$ cat src/rtl/usbirq_pkg.sv
package usbirq_pkg;
    localparam int NUM_EVT  = 6;
    localparam int REG_W    = 8;
    localparam int NUM_FLAG = 4;
    localparam int EV_EP0   = 0;
    localparam int EV_RX    = 1;
    localparam int EV_TX    = 2;
    localparam int EV_SUSP  = 3;
    localparam int EV_RESM  = 4;
    localparam int EV_BRST  = 5;
    // 1 = request on rising edge of that flag, 0 = on falling edge
    localparam logic [NUM_FLAG-1:0] EP0_RISE_SEL = 4'b1001;

    typedef enum logic [0:0] {
        RD_IDLE  = 1'b0,
        RD_DRIVE = 1'b1
    } rd_state_t;
endpackage

$ cat src/rtl/usbirq_ep0_edge.sv
module usbirq_ep0_edge #(
    parameter int                  NFLAG    = 4,
    parameter logic [NFLAG-1:0]    RISE_SEL = 4'b1001
) (
    input  logic             clk,
    input  logic             rst_n,
    input  logic [NFLAG-1:0] flags_i,
    output logic             pulse_o
);
    logic [NFLAG-1:0] cur_q;
    logic [NFLAG-1:0] old_q;
    logic [NFLAG-1:0] hit;

    always_ff @(posedge clk or negedge rst_n) begin
        if (!rst_n) begin
            cur_q <= '0;
            old_q <= '0;
        end else begin
            cur_q <= flags_i;
            old_q <= cur_q;
        end
    end

    for (genvar g = 0; g < NFLAG; g++) begin : g_flag
        if (RISE_SEL[g]) begin : g_rise
            assign hit[g] = cur_q[g] & ~old_q[g];
        end else begin : g_fall
            assign hit[g] = ~cur_q[g] & old_q[g];
        end
    end

    always_comb pulse_o = |hit;

    AST_EP0_OPR_RISE: assert property (@(posedge clk) disable iff (!rst_n)
        $rose(cur_q[0]) |-> pulse_o);
    AST_EP0_IPR_FALL: assert property (@(posedge clk) disable iff (!rst_n)
        $fell(cur_q[1]) |-> pulse_o);
endmodule

$ cat src/rtl/usbirq_status.sv
module usbirq_status #(
    parameter int W = 6
) (
    input  logic         clk,
    input  logic         rst_n,
    input  logic [W-1:0] set_i,
    input  logic [W-1:0] mask_i,
    input  logic [W-1:0] clr_i,
    output logic [W-1:0] stat_o
);
    logic [W-1:0] stat_q;
    logic [W-1:0] set_en;

    always_comb set_en = set_i & ~mask_i;

    for (genvar b = 0; b < W; b++) begin : g_bit
        always_ff @(posedge clk or negedge rst_n) begin
            if (!rst_n)          stat_q[b] <= 1'b0;
            else if (set_en[b])  stat_q[b] <= 1'b1;
            else if (clr_i[b])   stat_q[b] <= 1'b0;
        end

        AST_MASK_BLOCKS: assert property (@(posedge clk) disable iff (!rst_n)
            $rose(stat_q[b]) |-> $past(set_i[b] && !mask_i[b]));
        AST_CLEAR_TAKES: assert property (@(posedge clk) disable iff (!rst_n)
            (clr_i[b] && !set_i[b]) |=> !stat_q[b]);
        AST_SET_WINS: assert property (@(posedge clk) disable iff (!rst_n)
            (set_i[b] && !mask_i[b]) |=> stat_q[b]);
        AST_STICKY: assert property (@(posedge clk) disable iff (!rst_n)
            (stat_q[b] && !clr_i[b]) |=> stat_q[b]);
    end

    assign stat_o = stat_q;
endmodule

$ cat src/rtl/usbirq_regif.sv
module usbirq_regif
    import usbirq_pkg::*;
#(
    parameter int DW = 8,
    parameter int W  = 6
) (
    input  logic          clk,
    input  logic          rst_n,
    input  logic          sel_i,
    input  logic          wr_i,
    input  logic          rd_i,
    input  logic [DW-1:0] wdata_i,
    input  logic [W-1:0]  stat_i,
    output logic [W-1:0]  clr_o,
    output logic [DW-1:0] rdata_o
);
    localparam int PAD = DW - W;

    rd_state_t    state_q, state_d;
    logic [W-1:0] snap_q;
    logic         rd_hit;
    logic         unused_rsvd;

    always_comb rd_hit = sel_i & rd_i;
    always_comb clr_o  = (sel_i & wr_i) ? wdata_i[W-1:0] : '0;
    assign unused_rsvd = ^wdata_i[DW-1:W];

    always_comb begin
        state_d = state_q;
        unique case (state_q)
            RD_IDLE:  if (rd_hit)  state_d = RD_DRIVE;
            RD_DRIVE: if (!rd_hit) state_d = RD_IDLE;
            default:  state_d = RD_IDLE;
        endcase
    end

    always_ff @(posedge clk or negedge rst_n) begin
        if (!rst_n) begin
            state_q <= RD_IDLE;
            snap_q  <= '0;
        end else begin
            state_q <= state_d;
            if (rd_hit) snap_q <= stat_i;
        end
    end

    always_comb begin
        rdata_o = '0;
        unique case (state_q)
            RD_IDLE:  rdata_o = '0;
            RD_DRIVE: rdata_o = {{PAD{1'b0}}, snap_q};
            default:  rdata_o = '0;
        endcase
    end

    AST_READ_DATA: assert property (@(posedge clk) disable iff (!rst_n)
        (sel_i && rd_i) |=> (rdata_o == {{PAD{1'b0}}, $past(stat_i)}));
    AST_READ_QUIET: assert property (@(posedge clk) disable iff (!rst_n)
        !(sel_i && rd_i) |=> (rdata_o == '0));
endmodule

$ cat src/rtl/usb_dev_irq_stat.sv
module usb_dev_irq_stat
    import usbirq_pkg::*;
(
    input  logic                clk,
    input  logic                rst_n,
    input  logic [NUM_FLAG-1:0] ep0_flags_i,
    input  logic                rx_evt_i,
    input  logic                tx_evt_i,
    input  logic                susp_evt_i,
    input  logic                resm_evt_i,
    input  logic                busrst_evt_i,
    input  logic [NUM_EVT-1:0]  evt_mask_i,
    input  logic                reg_sel_i,
    input  logic                wr_i,
    input  logic                rd_i,
    input  logic [REG_W-1:0]    wdata_i,
    output logic [REG_W-1:0]    rdata_o,
    output logic                irq_o
);
    logic               ep0_pulse;
    logic [NUM_EVT-1:0] set_vec;
    logic [NUM_EVT-1:0] clr_vec;
    logic [NUM_EVT-1:0] stat;

    usbirq_ep0_edge #(
        .NFLAG    (NUM_FLAG),
        .RISE_SEL (EP0_RISE_SEL)
    ) u_edge (
        .clk     (clk),
        .rst_n   (rst_n),
        .flags_i (ep0_flags_i),
        .pulse_o (ep0_pulse)
    );

    always_comb begin
        set_vec          = '0;
        set_vec[EV_EP0]  = ep0_pulse;
        set_vec[EV_RX]   = rx_evt_i;
        set_vec[EV_TX]   = tx_evt_i;
        set_vec[EV_SUSP] = susp_evt_i;
        set_vec[EV_RESM] = resm_evt_i;
        set_vec[EV_BRST] = busrst_evt_i;
    end

    usbirq_status #(.W(NUM_EVT)) u_stat (
        .clk    (clk),
        .rst_n  (rst_n),
        .set_i  (set_vec),
        .mask_i (evt_mask_i),
        .clr_i  (clr_vec),
        .stat_o (stat)
    );

    usbirq_regif #(.DW(REG_W), .W(NUM_EVT)) u_regif (
        .clk     (clk),
        .rst_n   (rst_n),
        .sel_i   (reg_sel_i),
        .wr_i    (wr_i),
        .rd_i    (rd_i),
        .wdata_i (wdata_i),
        .stat_i  (stat),
        .clr_o   (clr_vec),
        .rdata_o (rdata_o)
    );

    always_comb irq_o = |stat;

    AST_IRQ_FOLLOWS: assert property (@(posedge clk) disable iff (!rst_n)
        (clr_vec == '0 && set_vec == '0) |=> $stable(irq_o));
endmodule

$ cat config.mk
export PLATFORM = sky130hd
export DESIGN_NAME = usb_dev_irq_stat
export DESIGN_NICKNAME = d
export VERILOG_FILES = /design/src/rtl/usbirq_pkg.sv /design/src/rtl/usbirq_ep0_edge.sv /design/src/rtl/usbirq_status.sv /design/src/rtl/usbirq_regif.sv /design/src/rtl/usb_dev_irq_stat.sv
export SDC_FILE = /design/constraint.sdc
export NUM_CORES = 1
export LEC_CHECK = 0
export BUFFER_PORTS_ARGS = -buffer_cell sky130_fd_sc_hd__buf_2
export CORE_MARGIN = 1.5
export CORE_UTILIZATION = 45
export DETAILED_ROUTE_END_ITERATION = 10
export PLACE_DENSITY = 0.76
export SYNTH_ARGS = -nofsm -noshare
export SYNTH_HDL_FRONTEND = slang
export SYNTH_SLANG_ARGS = --single-unit
$ cat constraint.sdc
create_clock -name clk -period 1.4 [get_ports clk]
set_input_delay 0.28 -clock clk [delete_from_list [all_inputs] [get_ports clk]]
set_output_delay 0.28 -clock clk [all_outputs]
set_load 0.005 [all_outputs]
==> run metrics, run 1 <==
M1 wire length 635 um; via count 575; cts bufs inserted 3; final WL 1400 um; max frequency 696 MHz; Rows 15; vias per inst 4.36; die area 2200 sq um; layout cells sized above 1 43.9%; FF-to-FF Start u_edge.old_q[2]; Synth Area in XOR/XNOR 0%; type of the most critical hold path input port to register; worst slack, placed 269 ps; CP arrival 1160 ps; Post-synth EDFFs 0; most common cell in the netlist dfrtp_1; Worst setup EP type output pin; VDD IR max 575 uV; final instance area 1090 sq um; P per Cell Area 1080 nW/um^2; Simple-Gate Fraction of Synth Area 17.3%; CTS root buffer clkbuf_4; RePlAce Congestion 0.756; largest net degree at the start of global routing 22; setup ws final -37.3 ps; clock-pin slew on the worst setup and hold paths 110 ps; gr usage total 15.5%; Synth top cells by count dfrtp_1, inv_1, nand2_1; register area share after synthesis 60.6%; R2R cell count 3; Setup CP Type register to output pin; total gr overflow 0; Yosys reg bits 21; final core occ 61.7%; Critical R2R Capture u_stat.stat_o[0]; DRT Pass-1 Iters 3; DRC viols 0; metal2 WL 687 um; TritonCTS Sinks 21; Crit path required time 1120 ps; startpoint types register; Yosys Warn Count 0; violated checks negative setup slack; area share of the largest cell type after synthesis 60.6%; CORE AREA 1760 sq um; Die W 46.9 um; Clock Latency Late Sink 290 ps; post-synthesis compound-gate area fraction 5.19%; RSZ-0062 raised after global routing yes; # IOs 37; P_leak 0.572 nW; Hold Startpoint ep0_flags_i[3]; asr flop ratio synth 100%; port buffer count 32; ys flop type dfrtp_1; metal3 WL 62 um; post-cts sizing count 0; initial antenna violation count 0; wire per inst 10.6 um; Mapped Area 867 sq um; Distinct cells, synth 17; max cap viols 0; Worst Hold Path EP u_edge.cur_q[3]; post-synthesis adder-cell area fraction 0%; Worst R2R Setup Slack 390 ps; first-pass GRT wire length 2300 um; Post-DP Area 1040 sq um; clock skew after layout 0.584 ps; Hold Path Cell Cnt 1; top cells by area, synth dfrtp_1, mux2_4, and2_1, nand3_1, inv_1; layout net count 136; H-tree depth 1; vias in the first global route 554; largest family of logic cells by synthesized area simple AND/OR/NAND/NOR gates; final setup fails 1; Mapped Avg Cell Area 12.4 sq um; Tcrit/Tclk final 103%; CTS tree yes; Gate Count Post-Synth 70; DRT iter0 DRCs 5; outcome finished with violations; ANT nets after route 0; critical path fanouts, max 2; FILL cells 159; Initial Utilization 49.1%; area delta synth->final 25.5%; leading area contributor after synthesis dfrtp_1; highest routing layer actually used met4; mux cell area share after synthesis 10.4%; DP Wirelength 1110 um; Max Buffers Root-to-Sink 2; Hold Slack 83.6 ps; Slew Limit Fails 0; die height 46.9 um; # diodes 0; Tmin final 1440 ps; Fin. Hold Viols 0
worst max-delay path, cell delays in order (launching register included):
cell,delay [ps]
dfrtp_1,410
nor4_1,260
nand2_1,80
buf_2,120
sequential cells by signal, summed over array words and instances (netlist names):
signal,cells
u_regif.state_q,1
u_stat.stat_o,6
u_edge.cur_q,4
u_regif.snap_q,6
u_edge.old_q,4
area by class of cell:
class	count	area [sq um]	share of cell area [%]
multi-input combinational	40	293	26.9
inverter	7	26.3	2.41
timing repair buffer	35	185	17.0
clock inverter	1	5.00	0.460
tap	25	31.3	2.87
sequential	21	526	48.3
clock buffer	3	22.5	2.07
per-layer routing:
metal	track usage (%)	up-vias
met2	23.8	19
met5	0	-
met1	19.6	258
met3	4.62	2
li1	-	296
met4	8.33	0
how the worst max path moves through the flow:
stage | start | endpoint | slack, ps | cells past startpoint
3_3_place_gp | u_stat.stat_o[3] | irq_o | 280 | 3
4_1_cts | u_stat.stat_o[3] | irq_o | -40 | 3
3_5_place_dp | u_stat.stat_o[3] | irq_o | 270 | 3
6_report | u_stat.stat_o[2] | irq_o | -40 | 3
5_1_grt | u_stat.stat_o[3] | irq_o | -110 | 3
2_1_floorplan | u_stat.stat_o[3] | irq_o | 410 | 2
power by group:
group          total, W  internal, W  switching, W
Clock          0.000280     0.000106      0.000173
Combinational  0.000189     0.000117     0.0000712
Sequential     0.000712     0.000673     0.0000390
Total           0.00118     0.000897      0.000284
stage by stage:
| stage | setup TNS (ps) | instances | total power [W] |
|---|---|---|---|
| after floorplan | 0 | 71 | 0.000826 |
| after global placement | 0 | 125 | 0.000895 |
| after detailed placement | 0 | 125 | 0.000906 |
| after CTS | -39.4 | 132 | 0.00119 |
| after global routing | -109 | 132 | 0.00125 |
| final | -37.3 | 132 | 0.00118 |
cell usage in the layout (no fill, tap or decap), types with 2 or more instances in the layout:
master	count
o21ai_0	5
clkbuf_4	3
buf_4	2
inv_1	7
mux2_4	6
nand2_1	7
nor2b_1	2
nand3_1	6
and2_1	6
conb_1	2
dfrtp_1	21
buf_2	32
timing repair:
action / in CTS / in global routing
setup buffers: 2 / 0
hold buffers: 1 / 0
hold endpoints to repair: 21 / 0
endpoints found under the setup margin: 1 / 1
pin swaps: 0 / 0
cell families after synthesis:
family	Yosys count
AND/OR/NAND/NOR	25
multiplexers	6
AO/OA/AOI/OAI	7
other	1
buffers and inverters	10
flip-flops	21
No activity file was read; power rests on OpenSTA's default activity.
==> run 2, diff against run 1 <==
--- a/config.mk
+++ b/config.mk
@@ -6,10 +6,13 @@
 export NUM_CORES = 1
 export LEC_CHECK = 0
 export BUFFER_PORTS_ARGS = -buffer_cell sky130_fd_sc_hd__buf_2
+export CELL_PAD_IN_SITES_DETAIL_PLACEMENT = 1
+export CELL_PAD_IN_SITES_GLOBAL_PLACEMENT = 1
 export CORE_MARGIN = 1.5
-export CORE_UTILIZATION = 45
+export CORE_UTILIZATION = 34
 export DETAILED_ROUTE_END_ITERATION = 10
-export PLACE_DENSITY = 0.76
+export PLACE_DENSITY_LB_ADDON = 0.1
+export REMOVE_ABC_BUFFERS = 1
 export SYNTH_ARGS = -nofsm -noshare
 export SYNTH_HDL_FRONTEND = slang
 export SYNTH_SLANG_ARGS = --single-unit
==> run metrics, run 2 (synthesis gave the netlist of run 1 again) <==
outcome finished with violations; violated checks negative setup slack; H-tree depth 1; most common cell after layout, fill and taps aside buf_2; Fin. Hold Viols 0; most frequent cells in the layout buf_2, dfrtp_1, inv_1, nand2_1; final WL 1510 um; TritonCTS Sinks 21; via count 599; vias in the first global route 607; die height 53.5 um; type of the most critical hold path input port to register; ANT nets after route 0; port buffer count 32; Setup CP Type register to output pin; DP Wirelength 1210 um; final setup fails 1; setup ws final -29.6 ps; Worst path depth 3; CTS tree yes; gr usage total 12.7%; clock skew after layout 1.12 ps; CORE AREA 2450 sq um; R2R cell count 3; kind of cell adding the most delay to the critical path flip-flops; layout cells sized above 1 45.4%; cts bufs inserted 3; critical path fanouts, max 2; area occupied by multi-input gates 299 sq um; vias per inst 4.34; Max Buffers Root-to-Sink 2; largest net degree at the start of global routing 22; Worst setup EP type output pin; RePlAce Congestion 0.640; DRC viols 0; # IOs 37; P_leak 0.576 nW; Initial Utilization 35.3%; CP bufs+invs 1; CTS root buffer clkbuf_4; Hold Path Cell Cnt 1; VDD IR max 659 uV; RSZ-0062 raised after global routing yes; layout net count 137; Die W 53.5 um; worst-path cell chain nor4_2, nand2_1, buf_2; DRT iter0 DRCs 1; Critical R2R Capture u_stat.stat_o[0]; placed cell count 130; Clock Latency Late Sink 300 ps; CP arrival 1150 ps; peak per-stage delay on the critical path 400 ps; initial antenna violation count 0; CP startpoint u_stat.stat_o[5]; wire per inst 10.9 um; Rows 18; Tmin final 1430 ps; DRT Pass-1 Iters 2; area occupied by registers 526 sq um; die area 2860 sq um; clock-pin slew on the worst setup and hold paths 120 ps; startpoint types register; Tcrit/Tclk final 102%; slowest cell on the critical path dfrtp_1; FF-to-FF Start u_edge.old_q[2]; # diodes 0; Crit path required time 1120 ps; max frequency 699 MHz; first-pass GRT wire length 2560 um; crit path to irq_o; Slew Limit Fails 0; max cap viols 0; FILL cells 284; total gr overflow 0; P per Cell Area 1080 nW/um^2; final core occ 45.2%; Worst R2R Setup Slack 380 ps; area delta synth->final 27.8%; final std cells w/o fill 138
[run 2: worst min path at each step]
stage / startpoint / end / slack [ps]
finish: ep0_flags_i[0] / u_edge.cur_q[0] / 80
floorplan: rst_n / u_edge.cur_q[0] / -20
global placement: rst_n / u_edge.old_q[2] / 260
CTS: ep0_flags_i[0] / u_edge.cur_q[0] / 60
detailed placement: rst_n / u_edge.cur_q[2] / 260
global route: ep0_flags_i[0] / u_edge.cur_q[0] / 60
[run 2: report_power, final]
part,switching [W],internal (W)
sequential,0.0000419,0.000673
clock,0.000183,0.000106
combinational,0.0000723,0.000122
total,0.000297,0.000901
[run 2: layout make-up]
cell class	count	area share, %
Sequential cell	21	47.4
Multi-Input combinational cell	40	27.0
Timing Repair Buffer	36	17.4
Tap cell	30	3.39
Inverter	7	2.37
Clock buffer	3	2.03
Clock inverter	1	0.451
[run 2: metrics by stage]
| step | setup TNS, ps | cell area (sq um) | setup slack [ps] | power, W | hold slack [ps] |
|---|---|---|---|---|---|
| 2_1_floorplan | 0 | 845 | 410 | 0.000816 | -15.6 |
| 3_3_place_gp | 0 | 1040 | 277 | 0.000899 | 263 |
| 3_5_place_dp | 0 | 1040 | 244 | 0.000909 | 259 |
| 4_1_cts | -77.7 | 1090 | -77.7 | 0.00121 | 61.2 |
| 5_1_grt | -131 | 1110 | -131 | 0.00127 | 57.0 |
| 6_report | -29.6 | 1110 | -29.6 | 0.00120 | 75.7 |
[run 2: layer usage]
| layer | up-vias | wire length [um] | track usage, % |
|---|---|---|---|
| met5 | - | 0 | 0 |
| met3 | 2 | 67 | 1.69 |
| met4 | 0 | 10 | 7.69 |
| met2 | 20 | 706 | 18.7 |
| met1 | 277 | 724 | 17.5 |
| li1 | 300 | - | - |
[run 2: repair_timing]
action,CTS,global route
hold buffers,1,0
endpoints found under the hold margin,21,0
pin swaps,1,0
setup endpoints to repair,1,1
cloned,0,0
setup buffers,2,1
gates resized for setup,0,1
==> run 3, diff against run 2 <==
--- a/config.mk
+++ b/config.mk
@@ -9,7 +9,7 @@
 export CELL_PAD_IN_SITES_DETAIL_PLACEMENT = 1
 export CELL_PAD_IN_SITES_GLOBAL_PLACEMENT = 1
 export CORE_MARGIN = 1.5
-export CORE_UTILIZATION = 34
+export CORE_UTILIZATION = 31
 export DETAILED_ROUTE_END_ITERATION = 10
 export PLACE_DENSITY_LB_ADDON = 0.1
 export REMOVE_ABC_BUFFERS = 1
==> constraint.sdc (replaced) <==
create_clock -name clk -period 1.3 [get_ports clk]
set_input_delay 0.26 -clock clk [delete_from_list [all_inputs] [get_ports clk]]
set_output_delay 0.26 -clock clk [all_outputs]
set_load 0.005 [all_outputs]
==> run metrics, run 3 (synthesis gave the netlist of run 1 again) <==
vias per inst 4.31; # diodes 0; DRT iter0 DRCs 2; via count 591; Max Buffers Root-to-Sink 2; Worst R2R Setup Slack 270 ps; FF-to-FF Start u_edge.old_q[2]; Hold Startpoint ep0_flags_i[2]; # IOs 37; RePlAce Congestion 0.681; switch share 24.5%; critical path fanouts, max 3; violated checks negative setup slack; combinational power share 16.0%; Worst setup EP type output pin; final setup fails 1; register share of total power 60.0%; final std cells w/o fill 137; P per Cell Area 1170 nW/um^2; Hold Path Cell Cnt 1; layout net count 136; Power Total 0.00129 W; vias in the first global route 596; type of the most critical hold path input port to register; final WL 1640 um; total gr overflow 0; CP startpoint u_stat.stat_o[4]; die area 3120 sq um; clock-pin slew on the worst setup and hold paths 120 ps; Slew Limit Fails 0; internal power 0.000976 W; Worst Hold Path EP u_edge.cur_q[2]; Crit path required time 1040 ps; layout cells sized above 1 44.9%; Clock Power Share 23.9%; Clock Latency Late Sink 300 ps; gr usage total 11.8%; first-pass GRT wire length 2770 um; port buffer count 32; ANT nets after route 0; DRT Pass-1 Iters 2; startpoint types register; initial antenna violation count 0; FILL cells 311; Initial Utilization 33.8%; CTS tree yes; placed cell count 130; Net Switching 0.000316 W; area delta synth->final 27.8%; wire per inst 12.0 um; Critical R2R Capture u_stat.stat_o[0]; DRC viols 0; max frequency 665 MHz; outcome finished with violations; clock skew after layout 6.69 ps; Tmin final 1500 ps; Fin. Hold Viols 0; H-tree depth 1; max cap viols 0; TritonCTS Sinks 21; most common cell after layout, fill and taps aside buf_2; Setup CP Type register to output pin; setup ws final -204 ps; P_leak 0.572 nW; Tcrit/Tclk final 116%; VDD IR max 590 uV; die height 55.9 um; R2R cell count 3; Die W 55.9 um; CP arrival 1240 ps; largest net degree at the start of global routing 22; CORE AREA 2570 sq um; most frequent cells in the layout buf_2, dfrtp_1, inv_1, nand2_1; Rows 18; RSZ-0062 raised after global routing yes; CTS root buffer clkbuf_4; cts bufs inserted 3
[run 3: metrics by stage]
| step | instance area [sq um] | util [%] | setup WS [ps] | setup TNS (ps) | hold slack (ps) |
|---|---|---|---|---|---|
| CTS | 1090 | 42.3 | -167 | -167 | 48.7 |
| global placement | 1040 | 40.6 | 197 | 0 | 243 |
| floorplan | 845 | - | 330 | 0 | -35.6 |
| global route | 1110 | 43.2 | -310 | -458 | 38.3 |
| detailed placement | 1040 | 40.6 | 167 | 0 | 240 |
| finish | 1110 | 43.2 | -204 | -204 | 61.9 |
[run 3: power by group through the flow]
stage,registers (W),clock network (W),logic (W)
final,0.000776,0.000309,0.000207
after CTS,0.000774,0.000323,0.000201
after floorplan,0.000768,0,0.000111
after global routing,0.000789,0.000359,0.000235
after detailed placement,0.000789,0,0.000191
after global placement,0.000782,0,0.000188
[run 3: how the worst max path moves through the flow]
stage | to | slack, ps | cells past startpoint
after floorplan | irq_o | 330 | 2
after global placement | irq_o | 200 | 3
after detailed placement | irq_o | 170 | 3
after CTS | irq_o | -170 | 3
after global routing | irq_o | -310 | 3
final | irq_o | -200 | 3
[run 3: final cells by class]
type / count / area [sq um] / area share [%]
multi-input combinational: 40 / 302 / 27.2
clock buffer: 4 / 26.3 / 2.37
tap: 30 / 37.5 / 3.39
timing repair buffer: 35 / 191 / 17.3
sequential: 21 / 526 / 47.4
inverter: 7 / 26.3 / 2.37
[run 3: metal layers]
metal	GRT usage [%]	vias up	share of wire, %
met2	18.9	23	49
met4	6.12	0	1.3
met3	2.79	2	5.6
li1	-	297	-
met5	0	-	0
met1	14.9	269	44
[run 3: worst max-delay path: stages, from the launching register on]
cell and delay, ps:
dfrtp_1 440, nor4_2 290, nand2_1 80, buf_2 130
[run 3: repair_timing]
action / in CTS / in global routing
resized for setup: 0 / 3
hold buffers: 1 / 0
pin swaps: 1 / 3
endpoints found under the hold margin: 21 / 0
buffers inserted: 1 / 1
setup endpoints to repair: 1 / 7
